## src/rtl/pisc_pkg.sv

```systemverilog
package pisc_pkg;
   localparam int unsigned OFF_CMD  = 0;
   localparam int unsigned OFF_ISR  = 7;
   localparam int unsigned OFF_MASK = 15;
   localparam int unsigned OFF_RPRT = 31;
   localparam int unsigned BIT_RST  = 7;

   typedef enum logic [1:0] {
      PG_ZERO  = 2'd0,
      PG_ONE   = 2'd1,
      PG_TWO   = 2'd2,
      PG_THREE = 2'd3
   } page_e;

   typedef struct packed {
      logic cmd_wr;
      logic isr_wr;
      logic isr_rd;
      logic mask_wr;
      logic cpg_wr;
      logic cpg_rd;
      logic rprt_rd;
      logic cmd_rd;
   } dec_t;
endpackage

```

## src/rtl/pisc_page_decode.sv

```systemverilog
module pisc_page_decode
   import pisc_pkg::*;
#(
   parameter int unsigned ADDR_W = 5
) (
   input  page_e              page_i,
   input  logic [ADDR_W-1:0]  addr_i,
   input  logic               wr_i,
   input  logic               rd_i,
   output dec_t               dec_o
);
   localparam logic [ADDR_W-1:0] A_CMD  = ADDR_W'(OFF_CMD);
   localparam logic [ADDR_W-1:0] A_ISR  = ADDR_W'(OFF_ISR);
   localparam logic [ADDR_W-1:0] A_MASK = ADDR_W'(OFF_MASK);
   localparam logic [ADDR_W-1:0] A_RPRT = ADDR_W'(OFF_RPRT);

   logic on_p0, on_p1;
   assign on_p0 = (page_i == PG_ZERO);
   assign on_p1 = (page_i == PG_ONE);

   always_comb begin
      dec_o         = '0;
      dec_o.cmd_wr  = wr_i && (addr_i == A_CMD);
      dec_o.cmd_rd  = rd_i && (addr_i == A_CMD);
      dec_o.isr_wr  = wr_i && on_p0 && (addr_i == A_ISR);
      dec_o.isr_rd  = rd_i && on_p0 && (addr_i == A_ISR);
      dec_o.mask_wr = wr_i && on_p0 && (addr_i == A_MASK);
      dec_o.rprt_rd = rd_i && on_p0 && (addr_i == A_RPRT);
      dec_o.cpg_wr  = wr_i && on_p1 && (addr_i == A_ISR);
      dec_o.cpg_rd  = rd_i && on_p1 && (addr_i == A_ISR);
   end
endmodule

```

## src/rtl/pisc_status_reg.sv

```systemverilog
module pisc_status_reg #(
   parameter int unsigned NBITS = 8
) (
   input  logic             clk,
   input  logic             rst_n,
   input  logic [NBITS-1:0] set_i,
   input  logic             clr_en_i,
   input  logic [NBITS-1:0] clr_mask_i,
   output logic [NBITS-1:0] q_o
);
   for (genvar b = 0; b < NBITS; b++) begin : g_bit
      always_ff @(posedge clk) begin
         if (!rst_n)                          q_o[b] <= 1'b0;
         else if (set_i[b])                   q_o[b] <= 1'b1;
         else if (clr_en_i && clr_mask_i[b])  q_o[b] <= 1'b0;
      end
   end
endmodule

```

## src/rtl/pisc_irq_gen.sv

```systemverilog
module pisc_irq_gen #(
   parameter int unsigned NBITS      = 8,
   parameter bit          REGISTERED = 1'b0
) (
   input  logic             clk,
   input  logic             rst_n,
   input  logic [NBITS-1:0] status_i,
   input  logic [NBITS-1:0] mask_i,
   output logic             irq_o
);
   logic pend;
   assign pend = |(status_i & mask_i);

   if (REGISTERED) begin : g_reg
      always_ff @(posedge clk) begin
         if (!rst_n) irq_o <= 1'b0;
         else        irq_o <= pend;
      end
   end else begin : g_comb
      assign irq_o = pend;
   end
endmodule

```

## src/rtl/pisc_top.sv

```systemverilog
module pisc_top
   import pisc_pkg::*;
#(
   parameter int unsigned ADDR_W     = 5,
   parameter int unsigned DATA_W     = 8,
   parameter logic [7:0]  CMD_RST    = 8'h01,
   parameter logic [7:0]  CURPG_RST  = 8'h4C,
   parameter bit          IRQ_REG    = 1'b0
) (
   input  logic              clk,
   input  logic              rst_n,
   input  logic [ADDR_W-1:0] addr_i,
   input  logic              wr_i,
   input  logic              rd_i,
   input  logic [DATA_W-1:0] wdata_i,
   output logic [DATA_W-1:0] rdata_o,
   input  logic [DATA_W-1:0] evt_i,
   output logic              irq_o
);
   localparam int unsigned PG_HI  = DATA_W - 1;
   localparam int unsigned PG_LO  = DATA_W - 2;
   localparam int unsigned TX_BIT = 2;

   if (DATA_W != 8) begin : g_bad_width
      $error("pisc_top: DATA_W must be 8");
   end
   if (ADDR_W < 5) begin : g_bad_addr
      $error("pisc_top: ADDR_W must reach offset 0x1F");
   end

   logic [DATA_W-1:0] cmd_q, mask_q, cpg_q, status_q, evt_all;
   page_e             page;
   dec_t              dec;

   assign page = page_e'(cmd_q[PG_HI:PG_LO]);

   pisc_page_decode #(.ADDR_W(ADDR_W)) u_dec (
      .page_i (page),
      .addr_i (addr_i),
      .wr_i   (wr_i),
      .rd_i   (rd_i),
      .dec_o  (dec)
   );

   always_ff @(posedge clk) begin
      if (!rst_n) begin
         cmd_q  <= CMD_RST;
         mask_q <= '0;
         cpg_q  <= CURPG_RST;
      end else begin
         if (dec.cmd_wr) begin
            cmd_q         <= wdata_i;
            cmd_q[TX_BIT] <= wdata_i[TX_BIT] | cmd_q[TX_BIT];
         end
         if (dec.mask_wr) mask_q <= wdata_i;
         if (dec.cpg_wr)  cpg_q  <= wdata_i;
      end
   end

   always_comb begin
      evt_all          = evt_i;
      evt_all[BIT_RST] = evt_i[BIT_RST] | dec.rprt_rd;
   end

   pisc_status_reg #(.NBITS(DATA_W)) u_stat (
      .clk        (clk),
      .rst_n      (rst_n),
      .set_i      (evt_all),
      .clr_en_i   (dec.isr_wr),
      .clr_mask_i (wdata_i),
      .q_o        (status_q)
   );

   pisc_irq_gen #(.NBITS(DATA_W), .REGISTERED(IRQ_REG)) u_irq (
      .clk      (clk),
      .rst_n    (rst_n),
      .status_i (status_q),
      .mask_i   (mask_q),
      .irq_o    (irq_o)
   );

   always_comb begin
      rdata_o = '0;
      if (dec.cmd_rd)      rdata_o = cmd_q;
      else if (dec.isr_rd) rdata_o = status_q;
      else if (dec.cpg_rd) rdata_o = cpg_q;
   end
endmodule

```

## config.mk

```make
export PLATFORM = sky130hd
export DESIGN_NAME = pisc_top
export DESIGN_NICKNAME = d
export VERILOG_FILES = /design/src/rtl/pisc_pkg.sv /design/src/rtl/pisc_page_decode.sv /design/src/rtl/pisc_status_reg.sv /design/src/rtl/pisc_irq_gen.sv /design/src/rtl/pisc_top.sv
export SDC_FILE = /design/constraint.sdc
export NUM_CORES = 1
export LEC_CHECK = 0
export ABC_CLOCK_PERIOD_IN_PS = 3700
export BUFFER_PORTS_ARGS = -buffer_cell sky130_fd_sc_hd__buf_4
export CELL_PAD_IN_SITES_DETAIL_PLACEMENT = 1
export CELL_PAD_IN_SITES_GLOBAL_PLACEMENT = 1
export CORE_MARGIN = 5
export CORE_UTILIZATION = 42
export CTS_BUF_LIST = sky130_fd_sc_hd__clkbuf_4
export DETAILED_ROUTE_END_ITERATION = 10
export GPL_ROUTABILITY_DRIVEN = 0
export HOLD_SLACK_MARGIN = 0.08
export PLACE_DENSITY = 0.88
export SLEW_MARGIN = 10
export SYNTH_ARGS = -nofsm -noshare
export SYNTH_HDL_FRONTEND = slang
export SYNTH_HIERARCHICAL = 1
export SYNTH_SLANG_ARGS = --single-unit
```

## constraint.sdc

```tcl
create_clock -name clk -period 3.7 [get_ports clk]
set_input_delay 1.11 -clock clk [delete_from_list [all_inputs] [get_ports clk]]
set_output_delay 1.11 -clock clk [all_outputs]
set_load 0.01 [all_outputs]
```

# ---- Yosys cells after proc, flatten, opt, wreduce, memory -nomap -nowiden
# Index checks and enable logic that the tools add are counted.
dict set report word_totals {
  reg_bits 32
  in_bits 25
  out_inout_bits 9
  word_cells 68
}
dict set report op_classes {
  eq_ne 4
  n_mux 19
  bitwise 3
  n_reduce_logical 31
}
# cell count
set ops {}
lappend ops {{$mux 8} 3}
lappend ops {{$logic_and 1x1->1} 20}
lappend ops {{$mux 1} 16}
lappend ops {{$reduce_bool 2->1} 8}
lappend ops {{$and 8x8->8} 1}
lappend ops {{$reduce_or 8->1} 1}
lappend ops {{$eq 5x3->1 const B} 1}
lappend ops {{$eq 5x4->1 const B} 1}
lappend ops {{$eq 5x5->1 const B} 1}
lappend ops {{$logic_not 5->1} 1}
lappend ops {{$eq 2x1->1 const B} 1}
lappend ops {{$logic_not 2->1} 1}
lappend ops {{$or 1x1->1} 2}

# ---- Logic depth before layout (Yosys ltp)
dict set report depth {
  word_depth 6
  mapped_depth 5
  ltp_nobuf 5
}

# ---- Modules after synthesis
# The synthesis kept the hierarchy.
# module n_inst cells_per_inst area_each_um2 seq_area_each_um2
set by_module_without_submodules {}
lappend by_module_without_submodules {pisc_top 1 113 1113.6 480.5}
lappend by_module_without_submodules {pisc_status_reg 1 33 285.3 160.2}
lappend by_module_without_submodules {pisc_page_decode 1 17 98.8 0.0}
lappend by_module_without_submodules {pisc_irq_gen 1 5 36.3 0.0}

# ---- Least setup slack after synthesis
# OpenSTA, ideal clock, no wires.
dict set report synth_timing {
  path_kind {input port to output port}
  start {input port addr_i[4]}
  end {output port rdata_o[5]}
  arrival_time_ps 2411
  required_time_ps 2590
  slack_ps 179
  cell_stages 5
  path_buffers 1
  path_cell_list {or2_2 nor4_1 buf_6 a21oi_1 a21oi_1}
}
# element line_no
set synth_rtl {}
lappend synth_rtl {{start: declaration} pisc_top.sv:12} ;# input logic [ADDR_W-1:0] addr_i,
lappend synth_rtl {{end: declaration} pisc_top.sv:16} ;# output logic [DATA_W-1:0] rdata_o,

==> impl_metrics.csv <==
group,metric,value,unit
status,status,"finished clean",
route,vias,1373,
die,start_util,0.4254,
pwr,max-vdd-ir-drop,0.0001706,V
route,drt_iter0_markers,93,
sta,worstMarginPinSlew,0.6066,ns
worst_setup_path,critPathMaxStageDelay,0.53,ns
sta,slew_headroom,0.5956,
yosys,synth.distinct_cells,23,
layout,final_area,1954,µm²
grt,first_global_vias,1510,
worst_setup_path,crit_top_cell,"buf_4",
sta,period_share,0.9838,
die,pin_count,34,
layout,fill_cells,429,
pwr,clkPwrFrac,0.395,
yosys,avgSynthCellArea,9.131,µm²
yosys,synth_seq_cells,32,
grt,grt_pass1_wl,7.431,mm
pwr,power_density,354.3,nW/µm²
route,wl_per_cell,18.10,µm
clock_network,cts_made_buffers,5,
route,routed_wl,4.671,mm
yosys,yosysSeqAreaShare,0.4176,
clock_network,insertion_delay,0.34,ns
yosys,yosysWarnings,6,
sta,clock_skew,0.006632,ns
worst_setup_path,cp.required,2.59,ns
clock_network,clock-sinks,32,
pwr,combinationalPowerShare,0.088,
grt,grt_antenna_before_repair,0,
grt,grt-ovfl-total,0,
sta,finalSetupViolations,0,
pwr,pwr-share-seq,0.517,
die,core,3606,µm²
layout,finalCoreUtilization,0.5420,
yosys,syn_area,1534,µm²
die,die_x,70.44,µm
die,row_count,22,
worst_hold_path,hp-class,"flop to flop",
sta,finalHoldViolations,0,
pwr,p_sw_frac,0.2311,
layout,antenna_cells,0,
worst_setup_path,endpoint_kind,"output port",
yosys,ys.flop_type,"dfxtp_1",
clock_network,path_clk_slew,0.11,ns
worst_setup_path,cp_cell_sequence,"buf_4 > or4b_1 > nor2_1 > buf_4 > nand3b_1 > a21oi_1 > buf_4",
sta,finalMaxSlewViolations,0,
sta,fin_setup_tns,0,ns
sta,fmax,274.7,MHz
yosys,synthCells,168,
worst_setup_path,path_class,"primary input to output port",
route,drtAntennaViolNets,0,
yosys,syn_nets,193,
worst_setup_path,critPathTopFamily,"simple AND/OR/NAND/NOR gates",
clock_network,hold_buffers,0,
route,drc,0,
layout,syn_to_final_growth,27.41,%
yosys,ys_top_cells_by_count,"32 x dfxtp_1, 27 x nor2b_1, 23 x mux2i_1",
die,dieArea,4961,µm²
pwr,power_leakage,0.7474,nW
clock_network,clock_path_buffers,2,
layout,layout-drive-gt1-share,0.2667,
yosys,yosysTopAreaCell,"dfxtp_1",
yosys,synth-async-reset-ratio,0,
clock_network,htree_levels,2,
placed_design,place_area,1854,µm²
worst_setup_path,cpMaxStageDelayCell,"or4b_1",
yosys,synthTopCellsByArea,"dfxtp_1 42%, mux2i_1 15%, nor2b_1 11%",
pwr,internal-power,0.5324,mW
yosys,synth_edf_count,0,
clock_network,cts-root-buf,"clkbuf_4",
placed_design,post-dp-hpwl,3.314,mm
sta,finalCriticalPeriod,3.640,ns
route,dr.pass1.iters,4,
layout,final_nets,234,
worst_setup_path,cp.arrival,2.53,ns
worst_setup_path,crit_fanout,6,
placed_design,port_buffers,33,
die,die_h,70.44,µm
worst_setup_path,critPathLaunchType,"primary input",
pwr,power,0.6924,mW
grt,gr-usage-all-layers,0.1925,
run,maxCapViolCount,0,
sta,rsz0062_at_grt,"false",
yosys,yosysMostFrequentCell,"dfxtp_1",
grt,grt_max_degree,33,
route,drt-vias-per-instance,5.322,
yosys,synth_top_area_share,0.4176,
worst_setup_path,critical_path_buf_inv_count,3,
pwr,p_switching,0.1600,mW
clock_network,cts_tree,"built",
## metal layers
metal | track usage | wire length, µm | part of all wire
met5 | 0 | 0 | 0
met4 | 0.06383 | 41 | 0.0088
met1 | 0.2258 | 1992 | 0.43
met2 | 0.3451 | 2442 | 0.52
met3 | 0.03885 | 194 | 0.042
## repair_timing
action	4_1_cts	5_1_grt
resized for setup	1	2
cloned	0	1
setup endpoints to repair	4	2
buffers inserted	0	0
## cell families after synthesis
kind of cell,count (synthesis),share of synthesized area
DFF,32,0.4176
muxes,23,0.1501
AOI/OAI and AO/OA,37,0.1362
and+or+nand+nor,59,0.2365
buffers and inverters,17,0.05954
## final timing paths
| check | from | to | slack (ns) | cells after the start |
|---|---|---|---|---|
| setup / recovery | addr_i[4] | rdata_o[1] | 0.06 | 7 |
| hold / removal | cpg_q[2]$_SDFFE_PN1P_ | cpg_q[2]$_SDFFE_PN1P_ | 0.49 | 2 |
| setup reg to reg | cmd_q[6]$_SDFFE_PN0P_ | cpg_q[0]$_SDFFE_PN0P_ | 1.68 | 5 |
| hold reg to reg | cpg_q[2]$_SDFFE_PN1P_ | cpg_q[2]$_SDFFE_PN1P_ | 0.49 | 2 |
## cell usage in the layout, fill, tap and decap left out, types with 2 or more instances in the layout
cell type  count
nand2_1        5
and3_1         2
o21ai_0        8
nor2_1         3
clkbuf_4       6
nor2b_1       27
nor4_1         2
a31oi_1        8
inv_1          8
a21oi_1       16
buf_4         42
nand3b_1       8
nand4_1        4
dfxtp_1       32
a22oi_1        4
or2_2          2
mux2i_1       23
## sequential cells by signal, indices dropped and copies added (netlist names)
name        cells
u_stat/q_o      8
cmd_q           8
cpg_q           8
mask_q          8
## cell type report
| type | instances | area, µm² | area share |
|---|---|---|---|
| Sequential cell | 32 | 640.6 | 0.3278 |
| Multi-Input combinational cell | 119 | 823.3 | 0.4213 |
| Clock inverter | 2 | 35.03 | 0.01793 |
| Clock buffer | 6 | 45.04 | 0.02305 |
| Tap cell | 48 | 60.06 | 0.03073 |
| Inverter | 8 | 30.03 | 0.01536 |
| Timing Repair Buffer | 43 | 320.3 | 0.1639 |
## worst register-to-register path: cells and delay by family, from the launching register on
| family | cells | cell delay [ns] |
|---|---|---|
| buffers and inverters | 1 | 0.26 |
| muxes | 1 | 0.23 |
| DFF | 1 | 0.53 |
| and+or+nand+nor | 3 | 0.89 |
## metrics by stage
step	setup WS (ns)	std cells	hold slack, ns
CTS	0.03506	257	0.4984
finish	0.06010	258	0.4931
global route	0.02267	258	0.5236
detailed placement	0.005207	249	0.4728
floorplan	0.1793	168	0.4412
global placement	0.1105	249	0.4544
## power by group through the flow
stage                     Combinational [mW]  Clock [mW]  Sequential (mW)
after floorplan                       0.0233           0            0.364
after global placement                0.0553           0            0.366
after detailed placement              0.0591           0            0.366
after CTS                             0.0601       0.279            0.358
after global routing                  0.0662       0.291            0.359
final                                 0.0607       0.273            0.358
(Power assumes the default switching activity.)
